==> config.mk <==
export PLATFORM = sky130hd
export DESIGN_NAME = dual_tick_timer
export DESIGN_NICKNAME = d
export VERILOG_FILES = /design/src/rtl/dtt_pkg.sv /design/src/rtl/dtt_counter.sv /design/src/rtl/dtt_cause.sv /design/src/rtl/dual_tick_timer.sv
export SDC_FILE = /design/constraint.sdc
export NUM_CORES = 1
export LEC_CHECK = 0
export ABC_AREA = 1
export BUFFER_PORTS_ARGS = -buffer_cell sky130_fd_sc_hd__buf_2
export CAP_MARGIN = 10
export CORE_MARGIN = 1
export CORE_UTILIZATION = 60
export CTS_CLUSTER_DIAMETER = 80
export DETAILED_ROUTE_END_ITERATION = 10
export PLACE_DENSITY_LB_ADDON = 0.15
export SLEW_MARGIN = 10
export SYNTH_ARGS = -nofsm -noshare
export SYNTH_HDL_FRONTEND = slang
export SYNTH_SLANG_ARGS = --single-unit
==> constraint.sdc <==
create_clock -name clk -period 3.7 [get_ports clk]
set_input_delay 0 -clock clk [delete_from_list [all_inputs] [get_ports clk]]
set_output_delay 0 -clock clk [all_outputs]
set_load 0.02 [all_outputs]
==> src/rtl/dtt_pkg.sv <==
package dtt_pkg;
   localparam int OFF_CTRL  = 'h00;
   localparam int OFF_CAUSE = 'h04;
   localparam int OFF_MASK  = 'h08;
   localparam int OFF_TBASE = 'h10;
   localparam int OFF_TSTEP = 'h08;

   function automatic int reload_off(input int t);
      return OFF_TBASE + OFF_TSTEP * t;
   endfunction

   function automatic int value_off(input int t);
      return OFF_TBASE + OFF_TSTEP * t + 4;
   endfunction

   typedef struct packed {
      logic auto_rld;
      logic run;
   } tmr_mode_t;
endpackage

==> src/rtl/dtt_counter.sv <==
module dtt_counter #(
   parameter int CNT_W = 32
) (
   input  logic             clk,
   input  logic             rst_n,
   input  logic             tick,
   input  dtt_pkg::tmr_mode_t mode,
   input  logic [CNT_W-1:0] rld_val,
   input  logic             ld_we,
   input  logic [CNT_W-1:0] ld_val,
   output logic [CNT_W-1:0] count,
   output logic             expire,
   output logic             stop
);
   logic at_zero;

   assign at_zero = (count == '0);
   assign expire  = tick & mode.run & at_zero & ~ld_we;
   assign stop    = expire & ~mode.auto_rld;

   always_ff @(posedge clk) begin
      if (!rst_n) begin
         count <= '0;
      end else if (ld_we) begin
         count <= ld_val;
      end else if (tick && mode.run) begin
         if (!at_zero) begin
            count <= count - 1'b1;
         end else if (mode.auto_rld) begin
            count <= rld_val;
         end
      end
   end
endmodule

==> src/rtl/dtt_cause.sv <==
module dtt_cause #(
   parameter int N_TMR = 2
) (
   input  logic             clk,
   input  logic             rst_n,
   input  logic [N_TMR-1:0] expire,
   input  logic             ack_we,
   input  logic [N_TMR-1:0] ack_bits,
   input  logic [N_TMR-1:0] mask,
   output logic [N_TMR-1:0] cause,
   output logic [N_TMR-1:0] irq
);
   logic [N_TMR-1:0] kept;

   assign kept = ack_we ? (cause & ack_bits) : cause;

   always_ff @(posedge clk) begin
      if (!rst_n) cause <= '0;
      else        cause <= kept | expire;
   end

   assign irq = cause & mask;
endmodule

==> src/rtl/dual_tick_timer.sv <==
module dual_tick_timer #(
   parameter int N_TMR  = 2,
   parameter int CNT_W  = 32,
   parameter int DATA_W = 32,
   parameter int ADDR_W = 8
) (
   input  logic              clk,
   input  logic              rst_n,
   input  logic              tick_en,
   input  logic              bus_sel,
   input  logic              bus_wr,
   input  logic [ADDR_W-1:0] bus_addr,
   input  logic [DATA_W-1:0] bus_wdata,
   output logic [DATA_W-1:0] bus_rdata,
   output logic [N_TMR-1:0]  irq_o
);
   import dtt_pkg::*;

   localparam int CTRL_W  = 2 * N_TMR;
   localparam int MAX_OFF = value_off(N_TMR - 1);

   if (N_TMR < 1 || N_TMR > 4) begin : g_err_ntmr
      $error("N_TMR must lie in 1..4");
   end
   if (CNT_W < 2 || CNT_W > DATA_W) begin : g_err_cntw
      $error("CNT_W must lie in 2..DATA_W");
   end
   if (DATA_W < CTRL_W) begin : g_err_dataw
      $error("DATA_W too narrow for the control word");
   end
   if (MAX_OFF >= (1 << ADDR_W)) begin : g_err_addrw
      $error("ADDR_W too narrow for the register map");
   end

   logic                wr_hit, ctrl_we, cause_we, mask_we;
   logic [CTRL_W-1:0]   ctrl_q, stop_mask;
   logic [N_TMR-1:0]    mask_q, cause_q, expire, stop, ld_we, rld_we;
   logic [CNT_W-1:0]    reload_q [N_TMR];
   logic [CNT_W-1:0]    count_q  [N_TMR];

   assign wr_hit   = bus_sel & bus_wr;
   assign ctrl_we  = wr_hit && (bus_addr == ADDR_W'(OFF_CTRL));
   assign cause_we = wr_hit && (bus_addr == ADDR_W'(OFF_CAUSE));
   assign mask_we  = wr_hit && (bus_addr == ADDR_W'(OFF_MASK));

   for (genvar t = 0; t < N_TMR; t++) begin : g_tmr
      tmr_mode_t mode;

      assign mode.run      = ctrl_q[2*t];
      assign mode.auto_rld = ctrl_q[2*t+1];
      assign rld_we[t] = wr_hit && (bus_addr == ADDR_W'(reload_off(t)));
      assign ld_we[t]  = wr_hit && (bus_addr == ADDR_W'(value_off(t)));

      always_ff @(posedge clk) begin
         if (!rst_n)         reload_q[t] <= '0;
         else if (rld_we[t]) reload_q[t] <= bus_wdata[CNT_W-1:0];
      end

      dtt_counter #(.CNT_W(CNT_W)) u_cnt (
         .clk     (clk),
         .rst_n   (rst_n),
         .tick    (tick_en),
         .mode    (mode),
         .rld_val (reload_q[t]),
         .ld_we   (ld_we[t]),
         .ld_val  (bus_wdata[CNT_W-1:0]),
         .count   (count_q[t]),
         .expire  (expire[t]),
         .stop    (stop[t])
      );
   end

   always_comb begin
      for (int t = 0; t < N_TMR; t++) begin
         stop_mask[2*t]   = stop[t];
         stop_mask[2*t+1] = 1'b0;
      end
   end

   always_ff @(posedge clk) begin
      if (!rst_n)       ctrl_q <= '0;
      else if (ctrl_we) ctrl_q <= bus_wdata[CTRL_W-1:0];
      else              ctrl_q <= ctrl_q & ~stop_mask;
   end

   always_ff @(posedge clk) begin
      if (!rst_n)       mask_q <= '0;
      else if (mask_we) mask_q <= bus_wdata[N_TMR-1:0];
   end

   dtt_cause #(.N_TMR(N_TMR)) u_cause (
      .clk      (clk),
      .rst_n    (rst_n),
      .expire   (expire),
      .ack_we   (cause_we),
      .ack_bits (bus_wdata[N_TMR-1:0]),
      .mask     (mask_q),
      .cause    (cause_q),
      .irq      (irq_o)
   );

   always_comb begin
      bus_rdata = '0;
      if (bus_sel) begin
         if (bus_addr == ADDR_W'(OFF_CTRL))  bus_rdata[CTRL_W-1:0] = ctrl_q;
         if (bus_addr == ADDR_W'(OFF_CAUSE)) bus_rdata[N_TMR-1:0]  = cause_q;
         if (bus_addr == ADDR_W'(OFF_MASK))  bus_rdata[N_TMR-1:0]  = mask_q;
         for (int t = 0; t < N_TMR; t++) begin
            if (bus_addr == ADDR_W'(reload_off(t))) bus_rdata[CNT_W-1:0] = reload_q[t];
            if (bus_addr == ADDR_W'(value_off(t)))  bus_rdata[CNT_W-1:0] = count_q[t];
         end
      end
   end
endmodule

==> results.sh, run 1 <==
export IMPL_wirelength_um=34300
export IMPL_finalClockSkew_ns=0.0106
export IMPL_die_area_mm2=0.0160
export IMPL_cp_slowest_cell="nor2_2"
export IMPL_antenna_found_initial=0
export IMPL_clock_sinks=136
export IMPL_synth_area_mm2=0.00928
export IMPL_multi_input_area_mm2=0.00502
export IMPL_regArea_mm2=0.00336
export IMPL_synth_seq_area_share_pct=36.2
export IMPL_cp_arrival_ns=3.03
export IMPL_cp_max_fo=34
export IMPL_fillers=1334
export IMPL_cts_setup_buffers=0
export IMPL_numCtsBuffers=17
export IMPL_synth_area_leaders="edfxtp_1, dfxtp_1, nand2_1"
export IMPL_post_route_period_util_pct=73.3
export IMPL_fmax_mhz=368
export IMPL_dp_slack_ns=1.10
export IMPL_via_per_inst=6.07
export IMPL_instances_no_fill=1772
export IMPL_grt_pass1_wl_um=52100
export IMPL_core_mm2=0.0151
export IMPL_grt_use_total_pct=43.1
export IMPL_hold_path_class="input port to register"
export IMPL_synth_seq_cells=136
export IMPL_yosysWarnings=0
export IMPL_root_buffer="clkbuf_16"
export IMPL_wl_per_cell_um=19.4
export IMPL_grt_max_degree=48
export IMPL_h_tree_depth=4
export IMPL_crit_required_ns=4.01
export IMPL_synth_nets=1535
export IMPL_drc=0
export IMPL_worstMarginPinSlew_ns=1.11
export IMPL_synth_top_area_cell="edfxtp_1"
export IMPL_clkLatencyLatePin_ns=0.43
export IMPL_ant_nets=0
export IMPL_clkSlewWorstSetupHoldPaths_ns=0.07
export IMPL_finalHoldViolCount=0
export IMPL_avgSynthCellArea_um2=6.24
export IMPL_netlist_instances=1487
export IMPL_place_area_mm2=0.00973
export IMPL_fin_tns_setup_ns=0
export IMPL_first_global_vias=9662
export IMPL_leakagePower_nw=5.52
export IMPL_place_hpwl_um=24400
export IMPL_drive_gt1_share_pct=9.60
export IMPL_boundaryPins=79
export IMPL_first_pass_iters=9
export IMPL_synth_top_area_share_pct=20.7
export IMPL_cts_buffer_depth=2
export IMPL_slew_viol_final=0
export IMPL_critPathCaptureType="register"
export IMPL_status="finished, final reports clean"
export IMPL_path_class="register to register"
export IMPL_drt_iter0_drc=1592
export IMPL_start_util_pct=61.3
export IMPL_relSlewSlack_pct=25.9
export IMPL_start_kind="register"
export IMPL_vias=10800
export IMPL_max_stage_delay_ns=0.51
export IMPL_rsz0062_at_grt="no"
export IMPL_place_congestion=1.01
export IMPL_dp_cells=1706
export IMPL_whs_ns=0.0334
export IMPL_dieHeight_um=126
export IMPL_crit_chain="nor2_1, nand2_1, nor2_1, nand2_1, nor2_2, inv_2, or2_2, nand3_1, a21oi_1"
export IMPL_vdd_drop_max_mv=0.362
export IMPL_worst_slack_ns=0.986
export IMPL_die_width_um=126
export IMPL_core_rowCount=45
export IMPL_overflow=0
export IMPL_yosysUniqueCellTypes=34
export IMPL_nNetsFinal=1618
export IMPL_min_period_ns=2.71
export IMPL_maxCapViolCount=0
export IMPL_power_density_mw_per_mm2=347
export IMPL_area_delta_synth_final_pct=15.3
export IMPL_setup_viol=0
export IMPL_portBuffers=78
export IMPL_fin_area_mm2=0.0107
export IMPL_cts_tree="built"
-- cell usage after synthesis, drive strengths merged --
library cell  count
dfxtp            72
o211ai            2
nor3              6
or2               1
clkinv            2
a31oi             7
inv             168
o21ai           105
o21bai            3
nand3b            7
ha                3
xor2             13
xnor2             4
a21oi           121
a41oi             1
buf              21
nor2            358
clkbuf           37
nand4            15
nand2           365
edfxtp           64
nand3            90
o22ai            21
a221oi            1
-- state kept, by name, indices dropped and copies added, names as in the netlist --
register / flops
ctrl_q: 4
g_tmr.u_cnt.count: 64
mask_q: 2
u_cause.cause: 2
reload_q: 64
-- final timing paths --
| kind | cells after the start | slack, ns | endpoint | startpoint |
|---|---|---|---|---|
| setup reg to reg | 9 | 0.99 | g_tmr[1].u_cnt.count[10]$_SDFFE_PN0P_ | g_tmr[1].u_cnt.count[18]$_SDFFE_PN0P_ |
| hold / removal | 5 | 0.03 | g_tmr[0].u_cnt.count[4]$_SDFFE_PN0P_ | bus_wdata[4] |
| setup / recovery | 9 | 0.99 | g_tmr[1].u_cnt.count[10]$_SDFFE_PN0P_ | g_tmr[1].u_cnt.count[18]$_SDFFE_PN0P_ |
| hold reg to reg | 2 | 0.49 | g_tmr[1].u_cnt.count[1]$_SDFFE_PN0P_ | g_tmr[1].u_cnt.count[1]$_SDFFE_PN0P_ |
-- area by class of cell --
class                           count  share of cell area (%)
Tap cell                          188                    2.20
Clock inverter                      9                   0.924
Sequential cell                   136                    31.4
Inverter                          170                    5.96
Multi-Input combinational cell   1123                    46.9
Clock buffer                       23                    5.07
Antenna cell                        1                  0.0234
Timing Repair Buffer              122                    7.51
-- worst max-delay path, delay by kind of cell (launching register included) --
family / cells / cell delay (ns)
AOI/OAI and AO/OA: 1 / 0.07
buffers and inverters: 1 / 0.47
DFF: 1 / 0.35
and+or+nand+nor: 7 / 1.70
-- what timing repair did --
action | CTS | global route
endpoints found under the setup margin | 0 | 0
hold endpoints to repair | 75 | 0
hold buffers | 33 | 0
resized for setup | 0 | 0
-- layer usage --
metal | global-route usage [%] | up-vias | share of wire, %
met4 | 22.5 | 0 | 5.5
li1 | - | 4951 | -
met2 | 71.0 | 728 | 46
met5 | 0 | - | 0
met1 | 54.2 | 4927 | 39
met3 | 7.80 | 144 | 9.4
-- metrics by stage --
step / total power [mW] / util [%]
final: 3.72 / 70.7
after global routing: 3.78 / 70.6
after CTS: 3.69 / 70.6
after detailed placement: 1.87 / 64.2
after global placement: 1.86 / 64.2
after floorplan: 1.77 / -
-- report_power, final --
part	switching (mW)	internal [mW]	total, mW
sequential	0.0232	1.61	1.63
clock	0.724	1.12	1.84
combinational	0.162	0.0792	0.241
-- kinds of logic after synthesis --
family / share of synthesized area [%]
AND/OR/NAND/NOR: 37.2
AO/OA/AOI/OAI: 14.7
buffers and inverters: 9.88
flip-flops: 36.2
XOR/XNOR: 1.60
adder cells (fa/ha/maj): 0.404
-- cells in the final DEF, fill, tap and decap left out, types with 9 or more instances in the layout --
master	netlist	routed
a21oi_1	121	121
buf_2	13	78
buf_4	4	11
clkbuf_16	0	21
dfxtp_1	72	72
dlygate4sd3_1	0	33
edfxtp_1	64	64
inv_1	164	164
nand2_1	357	357
nand3_1	88	88
nand4_1	15	15
nor2_1	344	344
nor2_2	9	9
o21ai_0	100	98
o22ai_1	21	21
xor2_1	13	13
No activity file was read; power rests on OpenSTA's default activity.
==> run 2: changes to the inputs <==
--- a/config.mk
+++ b/config.mk
@@ -5,11 +5,11 @@
 export SDC_FILE = /design/constraint.sdc
 export NUM_CORES = 1
 export LEC_CHECK = 0
-export ABC_AREA = 1
+export ABC_AREA = 0
 export BUFFER_PORTS_ARGS = -buffer_cell sky130_fd_sc_hd__buf_2
 export CAP_MARGIN = 10
 export CORE_MARGIN = 1
-export CORE_UTILIZATION = 60
+export CORE_UTILIZATION = 54
 export CTS_CLUSTER_DIAMETER = 80
 export DETAILED_ROUTE_END_ITERATION = 10
 export PLACE_DENSITY_LB_ADDON = 0.15
==> constraint.sdc (replaced) <==
create_clock -name clk -period 2.21 [get_ports clk]
set_input_delay 0 -clock clk [delete_from_list [all_inputs] [get_ports clk]]
set_output_delay 0 -clock clk [all_outputs]
set_load 0.02 [all_outputs]
==> results.sh, run 2 <==
export IMPL_status="finished with violations"
export IMPL_violations="setup timing"
export IMPL_mostFrequentLayoutCells="buf_4, buf_2, and2_1, a21oi_1, dfxtp_1"
export IMPL_place_congestion=0.953
export IMPL_wl_per_cell_um=23.3
export IMPL_boundaryPins=79
export IMPL_netlist_instances=908
export IMPL_overflow=0
export IMPL_power_density_mw_per_mm2=538
export IMPL_start_util_pct=55.4
export IMPL_r2r_start="g_tmr[0].u_cnt.count[0]$_SDFFE_PN0P_"
export IMPL_h_tree_depth=4
export IMPL_cpMostUsedCell="buf_4"
export IMPL_yosysWarnings=0
export IMPL_synth_simple_area_share_pct=24.1
export IMPL_worstMarginPinSlew_ns=0.752
export IMPL_hp_start="rst_n"
export IMPL_antenna_cells=0
export IMPL_die_area_mm2=0.0154
export IMPL_crit_required_ns=2.56
export IMPL_drt_iter0_drc=1310
export IMPL_synthAdderAreaFrac_pct=0.466
export IMPL_yosys_most_used_dff="dfxtp_1"
export IMPL_synth_top_area_cell="edfxtp_1"
export IMPL_start_kind="register"
export IMPL_rrSetupSlack_ns=-0.03
export IMPL_synth_mux_area_share_pct=2.24
export IMPL_synth_top_area_share_pct=23.8
export IMPL_p_clk_share_pct=47.6
export IMPL_root_buffer="clkbuf_16"
export IMPL_dp_slack_ns=-0.0640
export IMPL_slew_viol_final=0
export IMPL_hold_path_cell_count=4
export IMPL_reg_top3="g_tmr.u_cnt.count x64, reload_q x64, ctrl_q x4"
export IMPL_grt_pass1_wl_um=46200
export IMPL_rr_endpoint="g_tmr[0].u_cnt.count[22]$_SDFFE_PN0P_"
export IMPL_min_period_ns=2.24
export IMPL_area_delta_synth_final_pct=37.8
export IMPL_grt_max_degree=33
export IMPL_first_global_vias=8435
export IMPL_core_rowCount=44
export IMPL_setup_viol=8
export IMPL_critPathCaptureType="register"
export IMPL_antenna_found_initial=0
export IMPL_rsz0062_at_grt="yes"
export IMPL_grt_use_total_pct=40.6
export IMPL_hold_end="ctrl_q[3]$_SDFFE_PN0P_"
export IMPL_synth_nets=956
export IMPL_vias=8947
export IMPL_finalClockSkew_ns=0.0106
export IMPL_die_width_um=124
export IMPL_worst_slack_ns=-0.0264
export IMPL_finalHoldViolCount=0
export IMPL_synth_commonest_cells="a21oi_1, and2_1, dfxtp_1"
export IMPL_relSlewSlack_pct=49.5
export IMPL_async_flop_share_pct=0
export IMPL_reg2reg_depth=11
export IMPL_numCtsBuffers=17
export IMPL_synth_top_family_by_area="simple AND/OR/NAND/NOR gates"
export IMPL_clkLatencyLatePin_ns=0.43
export IMPL_synth_seq_area_share_pct=41.7
export IMPL_wirelength_um=31200
export IMPL_drive_gt1_share_pct=31.3
export IMPL_max_stage_delay_ns=0.36
export IMPL_fmax_mhz=447
export IMPL_synth_edf_count=64
export IMPL_cp_arrival_ns=2.58
export IMPL_internal_power_mw=4.60
export IMPL_hold_path_class="input port to register"
export IMPL_p_sw_share_pct=22.9
export IMPL_first_pass_iters=9
export IMPL_cts_tree="built"
export IMPL_synth_compound_area_share_pct=23.7
export IMPL_leakagePower_nw=4.66
export IMPL_ant_nets=0
export IMPL_core_mm2=0.0145
export IMPL_synth_area_mm2=0.00806
export IMPL_synth_area_leaders="edfxtp_1, dfxtp_1, a22oi_1"
export IMPL_whs_ns=0.0468
export IMPL_nNetsFinal=1186
export IMPL_maxCapViolCount=0
export IMPL_cts_buffer_depth=2
export IMPL_synth_seq_cells=136
export IMPL_power_frac_comb_pct=6.5
export IMPL_cp_max_fo=4
export IMPL_via_per_inst=6.70
export IMPL_cp_slowest_cell="dfxtp_4"
export IMPL_clock_sinks=136
export IMPL_post_route_period_util_pct=101
export IMPL_avgSynthCellArea_um2=8.88
export IMPL_layout_commonest_cell="buf_4"
export IMPL_path_class="register to register"
export IMPL_yosysUniqueCellTypes=64
export IMPL_place_hpwl_um=21000
export IMPL_clkSlewWorstSetupHoldPaths_ns=0.06
export IMPL_dieHeight_um=124
export IMPL_portBuffers=78
export IMPL_synth_xor_area_share_pct=4.02
export IMPL_drc=0
export IMPL_crit_chain="inv_2, ha_4, nor4b_4, buf_4, nand4_1, buf_4, or2_4, buf_6, nor3_2, a21oi_1, o22ai_1"
export IMPL_power_frac_seq_pct=45.9
export IMPL_vdd_drop_max_mv=0.569
export IMPL_p_sw_mw=1.37
run 2: cell count changes in the layout (fill, tap and decap cells not counted), sizes merged, moves of 62 or more:
cell / before / now
a22oi: 0 / 69
and2: 0 / 76
buf: 89 / 244
inv: 172 / 8
nand2: 365 / 66
nor2: 358 / 63
o21ai: 105 / 43
run 2: final cells by class:
cell class,count,area [µm²]
multi-input combinational,698,4790
timing repair buffer,277,2100
tap,184,230
clock buffer,24,482
inverter,8,30.0
sequential,136,3370
fill,1028,3430
clock inverter,8,95.1
run 2: what timing repair did:
action | in CTS | in global routing
buffers inserted | 1 | 9
cloned | 0 | 3
resized for setup | 15 | 89
hold buffers | 32 | 0
setup endpoints to repair | 21 | 65
endpoints found under the hold margin | 135 | 0
pin swaps | 1 | 50
run 2: how the worst max path moves through the flow:
stage | start | end | cells past startpoint
4_1_cts | g_tmr[0].u_cnt.count[10]$_SDFFE_PN0P_ | g_tmr[0].u_cnt.count[21]$_SDFFE_PN0P_ | 6
6_report | g_tmr[0].u_cnt.count[0]$_SDFFE_PN0P_ | g_tmr[0].u_cnt.count[22]$_SDFFE_PN0P_ | 11
3_5_place_dp | g_tmr[0].u_cnt.count[0]$_SDFFE_PN0P_ | g_tmr[0].u_cnt.count[22]$_SDFFE_PN0P_ | 11
3_3_place_gp | g_tmr[1].u_cnt.count[11]$_SDFFE_PN0P_ | g_tmr[1].u_cnt.count[19]$_SDFFE_PN0P_ | 6
5_1_grt | g_tmr[1].u_cnt.count[18]$_SDFFE_PN0P_ | g_tmr[1].u_cnt.count[31]$_SDFFE_PN0P_ | 9
2_1_floorplan | g_tmr[0].u_cnt.count[8]$_SDFFE_PN0P_ | g_tmr[0].u_cnt.count[21]$_SDFFE_PN0P_ | 8
run 2: power groups by stage:
stage,clock [mW],sequential (mW),combinational (mW)
after global placement,0,2.79,0.301
after detailed placement,0,2.79,0.303
after CTS,2.83,2.74,0.351
after global routing,2.93,2.74,0.408
after floorplan,0,2.77,0.130
final,2.84,2.74,0.388
run 2: routing by layer:
metal  GRT usage (%)  vias up  wire [µm]
met5               0        -          0
met4            18.9        0       1360
met3            9.84      140       3500
met2            63.5      682      14200
met1            52.8     4205      12100
li1                -     3920          -
run 2: worst max-delay path: cells and delay by family (launching register included):
| kind | cells | cell delay (ns) |
|---|---|---|
| AOI/OAI and AO/OA | 2 | 0.22 |
| adders and majority gates | 1 | 0.12 |
| buffers and inverters | 4 | 0.57 |
| DFF | 1 | 0.36 |
| and+or+nand+nor | 4 | 0.89 |
run 2: stage by stage:
stage                     instance area, µm²   TNS, ns  power, mW  util, %  cells
after CTS                              10700  -0.00420       5.92     73.6   1323
after global placement                  9730  -0.00608       3.09     67.0   1258
after global routing                   11100     -2.77       6.08     76.4   1335
after detailed placement                9730    -0.260       3.09     67.0   1258
after floorplan                         8150    -0.283       2.90        -    908
final                                  11100    -0.107       5.97     76.4   1335
run 2: logic make-up after synthesis:
group           after synthesis
compound gates              284
xor+xnor                     37
fa+ha+maj                     3
buf+inv                      74
flops                       136
mux                          18
simple gates                356
